`config.mk`:
```
export PLATFORM = sky130hd
export DESIGN_NAME = fixed_off_chopper
export DESIGN_NICKNAME = d
export VERILOG_FILES = /design/src/rtl/chop_pkg.sv /design/src/rtl/chop_datapath.sv /design/src/rtl/chop_ctrl.sv /design/src/rtl/fixed_off_chopper.sv
export SDC_FILE = /design/constraint.sdc
export NUM_CORES = 1
export LEC_CHECK = 0
export CAP_MARGIN = 20
export CORE_AREA = 4 4 85 87
export CTS_BUF_LIST = sky130_fd_sc_hd__clkbuf_2 sky130_fd_sc_hd__clkbuf_4 sky130_fd_sc_hd__clkbuf_8
export CTS_CLUSTER_SIZE = 25
export DETAILED_ROUTE_END_ITERATION = 10
export DIE_AREA = 0 0 89 91
export DONT_BUFFER_PORTS = 1
export GPL_TIMING_DRIVEN = 1
export MAX_ROUTING_LAYER = met4
export PLACE_DENSITY_LB_ADDON = 0.2
export SETUP_SLACK_MARGIN = 0.05
export SLEW_MARGIN = 20
export SYNTH_ARGS = -nofsm -noshare
export SYNTH_HDL_FRONTEND = slang
export SYNTH_SLANG_ARGS = --single-unit
```
`constraint.sdc`:
```
create_clock -name clk -period 5.9 [get_ports clk]
set_clock_uncertainty 0.1 [all_clocks]
set_input_delay 0.295 -clock clk [delete_from_list [all_inputs] [get_ports clk]]
set_output_delay 0.295 -clock clk [all_outputs]
set_load 0.005 [all_outputs]
```
`src/rtl/chop_pkg.sv`:
```
package chop_pkg;

  // Source of the value loaded into the phase-0 counter (shared in sync mode)
  typedef enum logic [1:0] {
    SRC_OWN    = 2'd0,
    SRC_OTHER  = 2'd1,
    SRC_LONGER = 2'd2
  } offSrc_e;

  // Strobes from control to datapath, one bit per phase
  typedef struct packed {
    logic       hold;
    logic [1:0] setOn;
    logic [1:0] clrOn;
    logic [1:0] loadOff;
    logic [1:0] decOff;
    logic [1:0] loadBlank;
    logic [1:0] decBlank;
    offSrc_e    srcSel;
  } chopStrobe_t;

endpackage

```
`src/rtl/chop_datapath.sv`:
```
module chop_datapath
  import chop_pkg::*;
#(
  parameter int CLK_MHZ   = 10,
  parameter int MAG_W     = 3,
  parameter int BLANK_CYC = 8
) (
  input  logic             clk,
  input  chopStrobe_t      stb,
  input  logic [MAG_W-1:0] magA,
  input  logic [MAG_W-1:0] magB,
  output logic [1:0]       latchOn,
  output logic [1:0]       offZero,
  output logic [1:0]       blankZero
);

  localparam int OFF_MAX  = 12 * CLK_MHZ;
  localparam int OFF_MIN  = 7 * CLK_MHZ;
  localparam int SPAN     = OFF_MAX - OFF_MIN;
  localparam int CODES    = 1 << MAG_W;
  localparam int TOP_CODE = CODES - 1;
  localparam int OFF_W    = $clog2(OFF_MAX + 1);
  localparam int BLK_W    = $clog2(BLANK_CYC + 1);

  // Off-time table: longest for code 0, shortest for the top code
  logic [OFF_W-1:0] offTable [CODES];
  for (genvar c = 0; c < CODES; c++) begin : g_tab
    assign offTable[c] = OFF_W'(OFF_MAX - (SPAN * c) / TOP_CODE);
  end

  logic [OFF_W-1:0] lenA, lenB, longer;
  logic [OFF_W-1:0] loadVal [2];

  assign lenA   = offTable[magA];
  assign lenB   = offTable[magB];
  assign longer = (lenA >= lenB) ? lenA : lenB;

  // Counters load N-1 so the drive is low for exactly N cycles
  always_comb begin
    case (stb.srcSel)
      SRC_OTHER:  loadVal[0] = lenB - OFF_W'(1);
      SRC_LONGER: loadVal[0] = longer - OFF_W'(1);
      default:    loadVal[0] = lenA - OFF_W'(1);
    endcase
    loadVal[1] = lenB - OFF_W'(1);
  end

  for (genvar p = 0; p < 2; p++) begin : g_phase
    logic             onQ;
    logic [OFF_W-1:0] offCnt;
    logic [BLK_W-1:0] blankCnt;

    always_ff @(posedge clk) begin
      if (stb.hold) begin
        onQ      <= 1'b0;
        offCnt   <= '0;
        blankCnt <= '0;
      end else begin
        if (stb.setOn[p])      onQ <= 1'b1;
        else if (stb.clrOn[p]) onQ <= 1'b0;

        if (stb.loadOff[p])     offCnt <= loadVal[p];
        else if (stb.decOff[p]) offCnt <= offCnt - OFF_W'(1);

        if (stb.loadBlank[p])     blankCnt <= BLK_W'(BLANK_CYC);
        else if (stb.decBlank[p]) blankCnt <= blankCnt - BLK_W'(1);
      end
    end

    assign latchOn[p]   = onQ;
    assign offZero[p]   = (offCnt == '0);
    assign blankZero[p] = (blankCnt == '0);
  end

endmodule

```
`src/rtl/chop_ctrl.sv`:
```
module chop_ctrl
  import chop_pkg::*;
(
  input  logic        rstN,
  input  logic        sleep,
  input  logic        syncMode,
  input  logic [1:0]  trip,
  input  logic [1:0]  latchOn,
  input  logic [1:0]  offZero,
  input  logic [1:0]  blankZero,
  output chopStrobe_t stb
);

  logic [1:0] fire;

  // A trip counts only while driving and past the blanking window
  assign fire = latchOn & blankZero & trip;

  always_comb begin
    stb        = '0;
    stb.srcSel = SRC_OWN;
    if (!rstN || sleep) begin
      stb.hold = 1'b1;
    end else begin
      for (int p = 0; p < 2; p++) begin
        if (latchOn[p] && !blankZero[p]) stb.decBlank[p] = 1'b1;
        if (!latchOn[p] && !offZero[p])  stb.decOff[p]   = 1'b1;
      end
      if (!syncMode) begin
        for (int p = 0; p < 2; p++) begin
          if (fire[p]) begin
            stb.clrOn[p]   = 1'b1;
            stb.loadOff[p] = 1'b1;
          end else if (!latchOn[p] && offZero[p]) begin
            stb.setOn[p]     = 1'b1;
            stb.loadBlank[p] = 1'b1;
          end
        end
      end else if (fire != 2'b00) begin
        // Shared off-time lives in the phase-0 counter
        stb.clrOn      = 2'b11;
        stb.loadOff[0] = 1'b1;
        case (fire)
          2'b11:   stb.srcSel = SRC_LONGER;
          2'b10:   stb.srcSel = SRC_OTHER;
          default: stb.srcSel = SRC_OWN;
        endcase
      end else begin
        for (int p = 0; p < 2; p++) begin
          if (!latchOn[p] && offZero[0]) begin
            stb.setOn[p]     = 1'b1;
            stb.loadBlank[p] = 1'b1;
          end
        end
      end
    end
  end

endmodule

```
`src/rtl/fixed_off_chopper.sv`:
```
module fixed_off_chopper
  import chop_pkg::*;
#(
  parameter int CLK_MHZ   = 10,
  parameter int MAG_W     = 3,
  parameter int BLANK_CYC = 8
) (
  input  logic             clk,
  input  logic             rstN,
  input  logic             sleep,
  input  logic             syncMode,
  input  logic             tripA,
  input  logic             tripB,
  input  logic [MAG_W-1:0] magA,
  input  logic [MAG_W-1:0] magB,
  output logic             driveA,
  output logic             driveB
);

  chopStrobe_t stb;
  logic [1:0]  latchOn, offZero, blankZero;

  chop_ctrl u_ctrl (
    .rstN      (rstN),
    .sleep     (sleep),
    .syncMode  (syncMode),
    .trip      ({tripB, tripA}),
    .latchOn   (latchOn),
    .offZero   (offZero),
    .blankZero (blankZero),
    .stb       (stb)
  );

  chop_datapath #(
    .CLK_MHZ   (CLK_MHZ),
    .MAG_W     (MAG_W),
    .BLANK_CYC (BLANK_CYC)
  ) u_dp (
    .clk       (clk),
    .stb       (stb),
    .magA      (magA),
    .magB      (magB),
    .latchOn   (latchOn),
    .offZero   (offZero),
    .blankZero (blankZero)
  );

  // Sleep and reset gate the drives immediately
  assign driveA = latchOn[0] & rstN & ~sleep;
  assign driveB = latchOn[1] & rstN & ~sleep;

endmodule

```
==> results of run 1 <==
cells in the mapped netlist, types with 2 or more instances:
master,number
xnor2_1,11
nand2_1,20
inv_1,18
nor4_1,2
nor2_1,25
nor4_4,2
o21ai_0,8
nor3_1,11
a21oi_1,17
a211oi_1,7
nor2b_1,4
dfxtp_1,24
o22ai_1,3
a31oi_1,3
nand3_1,8
buf_6,2
mux2i_1,5
ha_1,16
clkbuf_1,3
xor2_1,6
cells by family after synthesis:
logic type      count (synthesis)  share of synthesized area (%)
mux                             5                           2.67
buf+inv                        26                           6.67
simple gates                   86                           25.6
fa+ha+maj                      16                           10.7
flops                          24                           25.6
xor+xnor                       17                           7.94
compound gates                 54                           20.8
report_power, final:
part           total, mW  switching [mW]  internal, mW
Sequential         0.179          0.0102         0.169
Clock              0.118          0.0588        0.0597
Combinational     0.0973          0.0567        0.0406
layout by cell type, fill, tap and decap left out, types with 2 or more instances in the layout:
cell,instances
ha_1,16
clkbuf_8,4
nor4_1,2
dfxtp_1,24
a31oi_1,3
o21ai_0,8
mux2i_1,5
buf_4,2
a211oi_1,7
xnor2_1,11
a21oi_1,17
nor2b_1,4
nand2_1,20
nor3_1,11
o22ai_1,3
nor4_4,2
nand3_1,8
xor2_1,6
inv_1,18
nor2_1,25
stage by stage:
stage / setup WS (ns) / hold slack [ns]
6_report: 3.10 / 0.146
5_1_grt: 2.83 / 0.155
3_5_place_dp: 2.89 / 0.383
4_1_cts: 3.08 / 0.147
2_1_floorplan: 3.21 / 0.350
3_3_place_gp: 3.02 / 0.372
sequential cells by signal (all words and copies together) (netlist names):
name and cells:
u_dp.g_phase.offCnt 14, u_dp.g_phase.blankCnt 8, u_dp.g_phase.onQ 2
layer usage:
layer  global-route usage (%)  up-vias  part of all wire (%)
met4                     2.61        0                  0.55
met3                     1.90        2                   5.4
met1                     17.2      707                    52
met2                     16.7       35                    43
met5                        -        -                     0
li1                         -      804                     -
worst reg2reg max path, cell delays in order, from the launching register on:
cell and delay [ns]:
dfxtp_1 0.34, inv_1 0.08, ha_1 0.16, and2b_2 0.19
nand4_4 0.20, nor4_4 0.56, mux2i_1 0.26, ha_1 0.26
nand3_1 0.11, xnor2_1 0.13, mux2i_1 0.14, nand2_1 0.08
a21oi_1 0.13
path summary, 6_finish.rpt:
path                                             startpoint                        end  slack (ns)  depth (start not counted)
worst max register to register  u_dp.g_phase[1].blankCnt[0]  u_dp.g_phase[0].offCnt[4]        3.10                         12
worst min register to register    u_dp.g_phase[1].offCnt[5]  u_dp.g_phase[1].offCnt[5]        0.41                          2
worst min-delay path                               syncMode        u_dp.g_phase[1].onQ        0.15                          3
worst max-delay path            u_dp.g_phase[1].blankCnt[0]  u_dp.g_phase[0].offCnt[4]        3.10                         12
layout make-up:
class                      count  share of cell area [%]
tap                           77                    4.86
clock buffer                   4                    2.78
sequential                    24                    24.2
inverter                      18                    3.41
timing repair buffer           2                   0.757
multi-input combinational    178                    64.0
==> impl_metrics.csv, run 1 <==
group,metric,value,unit
run_status,status,"complete, no violations",
die,die-area,8100,µm²
synth,yosys_warnings,0,
cts,cts_hold_buf,0,
timing,worst_slew_pin_slew,0.773,ns
worst_setup_path,slowest_stage,"nor4_4",
detailed_routing,wirelength,4.39,mm
die,die_w,89,µm
cts,post_cts_buffers,0,
global_routing,grt_pass1_wl,7.44,mm
worst_setup_path,end_kind,"flip-flop",
worst_setup_path,critPathRequiredTime,6.01,ns
worst_setup_path,crit_path_max_incr_delay,0.56,ns
timing,maxSlewHeadroom,48.0,%
cts,cts_sinks,24,
placed_design,dp.cells,299,
timing,hold_viol,0,
final_layout,fin_util,31.2,%
global_routing,grt-ovfl-total,0,
synth,synth_area_leaders,"dfxtp_1 (26%), ha_1 (11%), xnor2_1 (5.1%)",
placed_design,routabilityCongestion,0.824,
synth,synthCells,228,
final_layout,area_growth,5.81,%
detailed_routing,vias,1548,
synth,syn-cell-area,1870,µm²
final_layout,multiInputGateArea,1270,µm²
final_layout,final_cells,303,
synth,synth_cell_type_count,53,
global_routing,antenna_found_initial,0,
global_routing,grt_max_degree,28,
synth,yosys_most_used_dff,"dfxtp_1",
cts,cts_tree,"built",
synth,yosysTopAreaCell,"dfxtp_1",
synth,synth-seq-cells,24,
worst_setup_path,cp_cell_sequence,"inv_1, ha_1, and2b_2, nand4_4, nor4_4, mux2i_1, ha_1, nand3_1, xnor2_1, mux2i_1, nand2_1, a21oi_1",
hold_path,hp-class,"in2reg",
synth,synth-async-reset-ratio,0,%
die,floorplan.rows,29,
timing,min_period,2.80,ns
final_layout,nFillCells,685,
die,die_y,91,µm
global_routing,grt_pass1_vias,1491,
worst_setup_path,cp.buffers_inverters,1,
detailed_routing,first_pass_iters,4,
placed_design,placed_cell_area,1930,µm²
cts,clock_path_buffers,2,
synth,avgSynthCellArea,8.22,µm²
cts,root_buffer,"clkbuf_8",
timing,setup_tns,0,ns
power,power_per_cell_area,199,nW/µm²
die,num_io_pins,14,
detailed_routing,drt_first_iter_violations,66,
synth,synth_edf_count,0,
placed_design,dpl.hpwl,3.37,mm
power,p_leak,0.703,nW
cts,cts_inserted_buffers,3,
run,drv_cap,0,
worst_setup_path,critPathKind,"reg2reg",
worst_setup_path,crit_arrival,2.91,ns
worst_setup_path,start_kind,"flip-flop",
detailed_routing,vias_per_cell,5.11,
cts,cts.clk_slew.worst_paths,0.09,ns
cts,htreeDepth,1,
worst_setup_path,crit_fanout,9,
final_layout,seqCellArea,480,µm²
final_layout,nets,255,
detailed_routing,ant_nets,0,
die,initial_core_util,29.5,%
detailed_routing,route.detailed.wl_per_inst,14.5,µm
timing,slew_violations,0,
timing,fmax,357,MHz
power,ir_drop,0.0718,mV
final_layout,fin_area,1980,µm²
detailed_routing,drc,0,
die,coreArea,6350,µm²
timing,fin_crit_sh,47.4,%
global_routing,grtUsageTotal,11.7,%
synth,synth.net_count,256,
synth,synth_top_area_share,25.6,%
timing,setup_viol,0,
timing,rsz0062_at_grt,"no",
final_layout,n_antenna_cell,0,
final_layout,drive_gt1_share,8.85,%
cts,clk_latency,0.27,ns
placed_design,port_buffers,0,
cts,post_cts_resized,0,
synth,ys_seq_area_share,25.6,%
worst_setup_path,cpLargestDelayFamily,"simple AND/OR/NAND/NOR gates",
power,totalPowerFinal,395,µW
Power figures use the tool's default switching activity.
==> inputs of run 2 (changes only) <==
Settings changed: ABC_AREA set to 1, CORE_AREA 4 4 85 87 to 4 4 86 88, DIE_AREA 0 0 89 91 to 0 0 90 92.
Clock period 5.9 ns to 2.5 ns, I/O delays scaled along.
==> run 2 against run 1 <==
Effect of this change:
- via count up 17%
- register-to-register slack lost 2.8 ns
- critical endpoint is now u_dp.g_phase[0].offCnt[2]
- combinational power is 83% higher
- core utilization increased by 0.80 points
- global-route usage decreased by 0.23 points
- critical path depth up 4
- sequential power grew 130%
- total power increased by 140%
==> impl_metrics.csv, run 2 <==
group,metric,value,unit
detailed_routing,wirelength,4.46,mm
placed_design,port_buffers,0,
die,num_io_pins,14,
worst_setup_path,critPathRequiredTime,2.56,ns
cts,cts_inserted_buffers,3,
cts,cts_sinks,24,
run,drv_cap,0,
final_layout,largest_reg_flops,14,
synth,synth-seq-cells,24,
synth,yosysTopAreaCell,"dfxtp_1",
detailed_routing,first_pass_iters,4,
power,power_per_cell_area,438,nW/µm²
placed_design,placed_cell_area,2040,µm²
final_layout,largest_register,"u_dp.g_phase.offCnt",
synth,yosys_most_used_dff,"dfxtp_1",
synth,synth.net_count,326,
timing,rsz0062_at_grt,"no",
synth,synth_edf_count,0,
final_layout,most-common-layout-cells,"nand2_1 (69), inv_1 (49), dfxtp_1 (24), o21ai_0 (22), nor2_1 (21)",
power,totalPowerFinal,932,µW
die,die-area,8280,µm²
cts,htreeDepth,1,
synth,synth_area_leaders,"dfxtp_1 (25%), nand2_1 (13%), ha_1 (10%)",
global_routing,antenna_found_initial,0,
die,die_y,92,µm
worst_setup_path,crit_arrival,2.21,ns
worst_setup_path,start_kind,"flip-flop",
worst_setup_path,critPathKind,"reg2reg",
final_layout,nets,331,
final_layout,n_antenna_cell,0,
synth,avgSynthCellArea,6.50,µm²
cts,post_cts_resized,0,
synth,synthCells,298,
detailed_routing,route.detailed.wl_per_inst,11.7,µm
cts,root_buffer,"clkbuf_8",
global_routing,grt_pass1_vias,1735,
detailed_routing,drt_first_iter_violations,76,
final_layout,final_common_cell,"nand2_1",
detailed_routing,drc,0,
run_status,status,"complete, no violations",
die,coreArea,6640,µm²
cts,clock_path_buffers,2,
timing,setup_tns,0,ns
placed_design,routabilityCongestion,0.847,
synth,syn-cell-area,1940,µm²
worst_setup_path,end_kind,"flip-flop",
detailed_routing,vias_per_cell,4.73,
timing,min_period,2.15,ns
synth,synth_cell_type_count,31,
final_layout,area_growth,9.81,%
die,initial_core_util,29.2,%
timing,worst_slew_pin_slew,0.469,ns
die,die_w,90,µm
final_layout,nFillCells,710,
global_routing,grt_pass1_wl,7.81,mm
timing,fmax,465,MHz
timing,timing.hold.ws,0.0211,ns
die,floorplan.rows,30,
detailed_routing,vias,1808,
final_layout,reg.largest.list,"u_dp.g_phase.offCnt: 14 flops, u_dp.g_phase.blankCnt: 8 flops, u_dp.g_phase.onQ: 2 flops",
final_layout,drive_gt1_share,10.6,%
global_routing,grt_max_degree,15,
synth,synth_top_area_share,24.8,%
global_routing,grtUsageTotal,11.4,%
timing,fin_crit_sh,86.0,%
global_routing,grt-ovfl-total,0,
timing,slew_violations,0,
timing,hold_viol,0,
synth,ys_seq_area_share,24.8,%
timing,setup_viol,0,
synth,synth.most_common_cell,"nand2_1",
hold_path,whs_path_depth,3,
cts,cts.clk_slew.worst_paths,0.10,ns
cts,clk_latency,0.27,ns
worst_setup_path,reg2reg_slack,0.35,ns
timing,maxSlewHeadroom,68.5,%
power,ir_drop,0.151,mV
power,p_leak,0.939,nW
synth,synth_commonest_cells,"nand2_1 (69), inv_1 (49), dfxtp_1 (24)",
final_layout,fin_area,2130,µm²
detailed_routing,ant_nets,0,
synth,yosys_warnings,0,
worst_setup_path,worst-r2r-cell-count,16,
worst_setup_path,crit_fanout,5,
synth,synth-async-reset-ratio,0,%
hold_path,hp-class,"in2reg",
placed_design,dpl.hpwl,3.54,mm
cts,cts_tree,"built",
[run 2: cell types whose count changed in the layout (fill, tap and decap cells not counted), moves of 5 or more]
cell,delta
xnor2_1,-5
a211oi_1,-7
nand2_1,+49
nand3_1,+10
inv_1,+31
nand2_2,+7
mux2i_1,-5
nor3_1,-7
o21ai_0,+14
[run 2: area by class of cell]
| type | count | area, µm² | share of cell area (%) |
|---|---|---|---|
| Timing Repair Buffer | 4 | 35.0 | 1.65 |
| Multi-Input combinational cell | 219 | 1250 | 58.7 |
| Clock inverter | 1 | 30.0 | 1.41 |
| Sequential cell | 24 | 480 | 22.6 |
| Inverter | 51 | 191 | 8.99 |
| Clock buffer | 3 | 41.3 | 1.94 |
| Tap cell | 80 | 100 | 4.70 |
[run 2: report_power, final]
part | switching [mW] | leakage, nW | internal (mW)
clock | 0.135 | 0.0357 | 0.214
combinational | 0.113 | 0.709 | 0.0651
sequential | 0.0106 | 0.194 | 0.394
[run 2: worst paths after layout]
check | startpoint | endpoint
worst max-delay path | u_dp.g_phase[0].blankCnt[0] | u_dp.g_phase[0].offCnt[2]
worst min-delay path | syncMode | u_dp.g_phase[1].blankCnt[3]
worst max register to register | u_dp.g_phase[0].blankCnt[0] | u_dp.g_phase[0].offCnt[2]
worst min register to register | u_dp.g_phase[1].offCnt[1] | u_dp.g_phase[1].offCnt[1]
[run 2: stage by stage]
step	cells	utilization (%)	setup slack, ns
finish	382	32.0	0.349
global route	382	32.0	0.149
CTS	382	32.0	0.350
detailed placement	376	30.7	0.358
global placement	376	30.7	0.375
floorplan	298	-	0.484
[run 2: routing by layer]
metal | vias to the layer above | wire length (µm) | GRT usage, %
met1 | 816 | 2190 | 14.7
met4 | 0 | 53 | 2.93
met2 | 19 | 2090 | 18.8
met3 | 6 | 127 | 1.97
li1 | 967 | - | -
met5 | - | 0 | -
[run 2: cells by family after synthesis]
kind of cell	share of synthesized area (%)
XOR/XNOR	4.52
AO/OA/AOI/OAI	16.5
flip-flops	24.8
adder cells (fa/ha/maj)	10.3
buffers and inverters	10.7
AND/OR/NAND/NOR	33.2
[run 2: what timing repair did]
item,4_1_cts,5_1_grt
hold endpoints to repair,2,0
setup endpoints to repair,0,0
buffers inserted,0,0
hold buffers,2,0
[run 2: worst max-delay path, stage by stage (launching register included)]
cell and delay (ns):
dfxtp_1 0.33, inv_1 0.08, ha_1 0.16, nand2_2 0.09, nor2_4 0.17, nand2_1 0.09, nor2_2 0.12, nand2_2 0.11
o21ai_2 0.18, ha_1 0.23, inv_1 0.05, nand2_1 0.06, nand2_1 0.05, nand2_1 0.05, nand3_1 0.06, nand2_1 0.06
a21oi_1 0.05
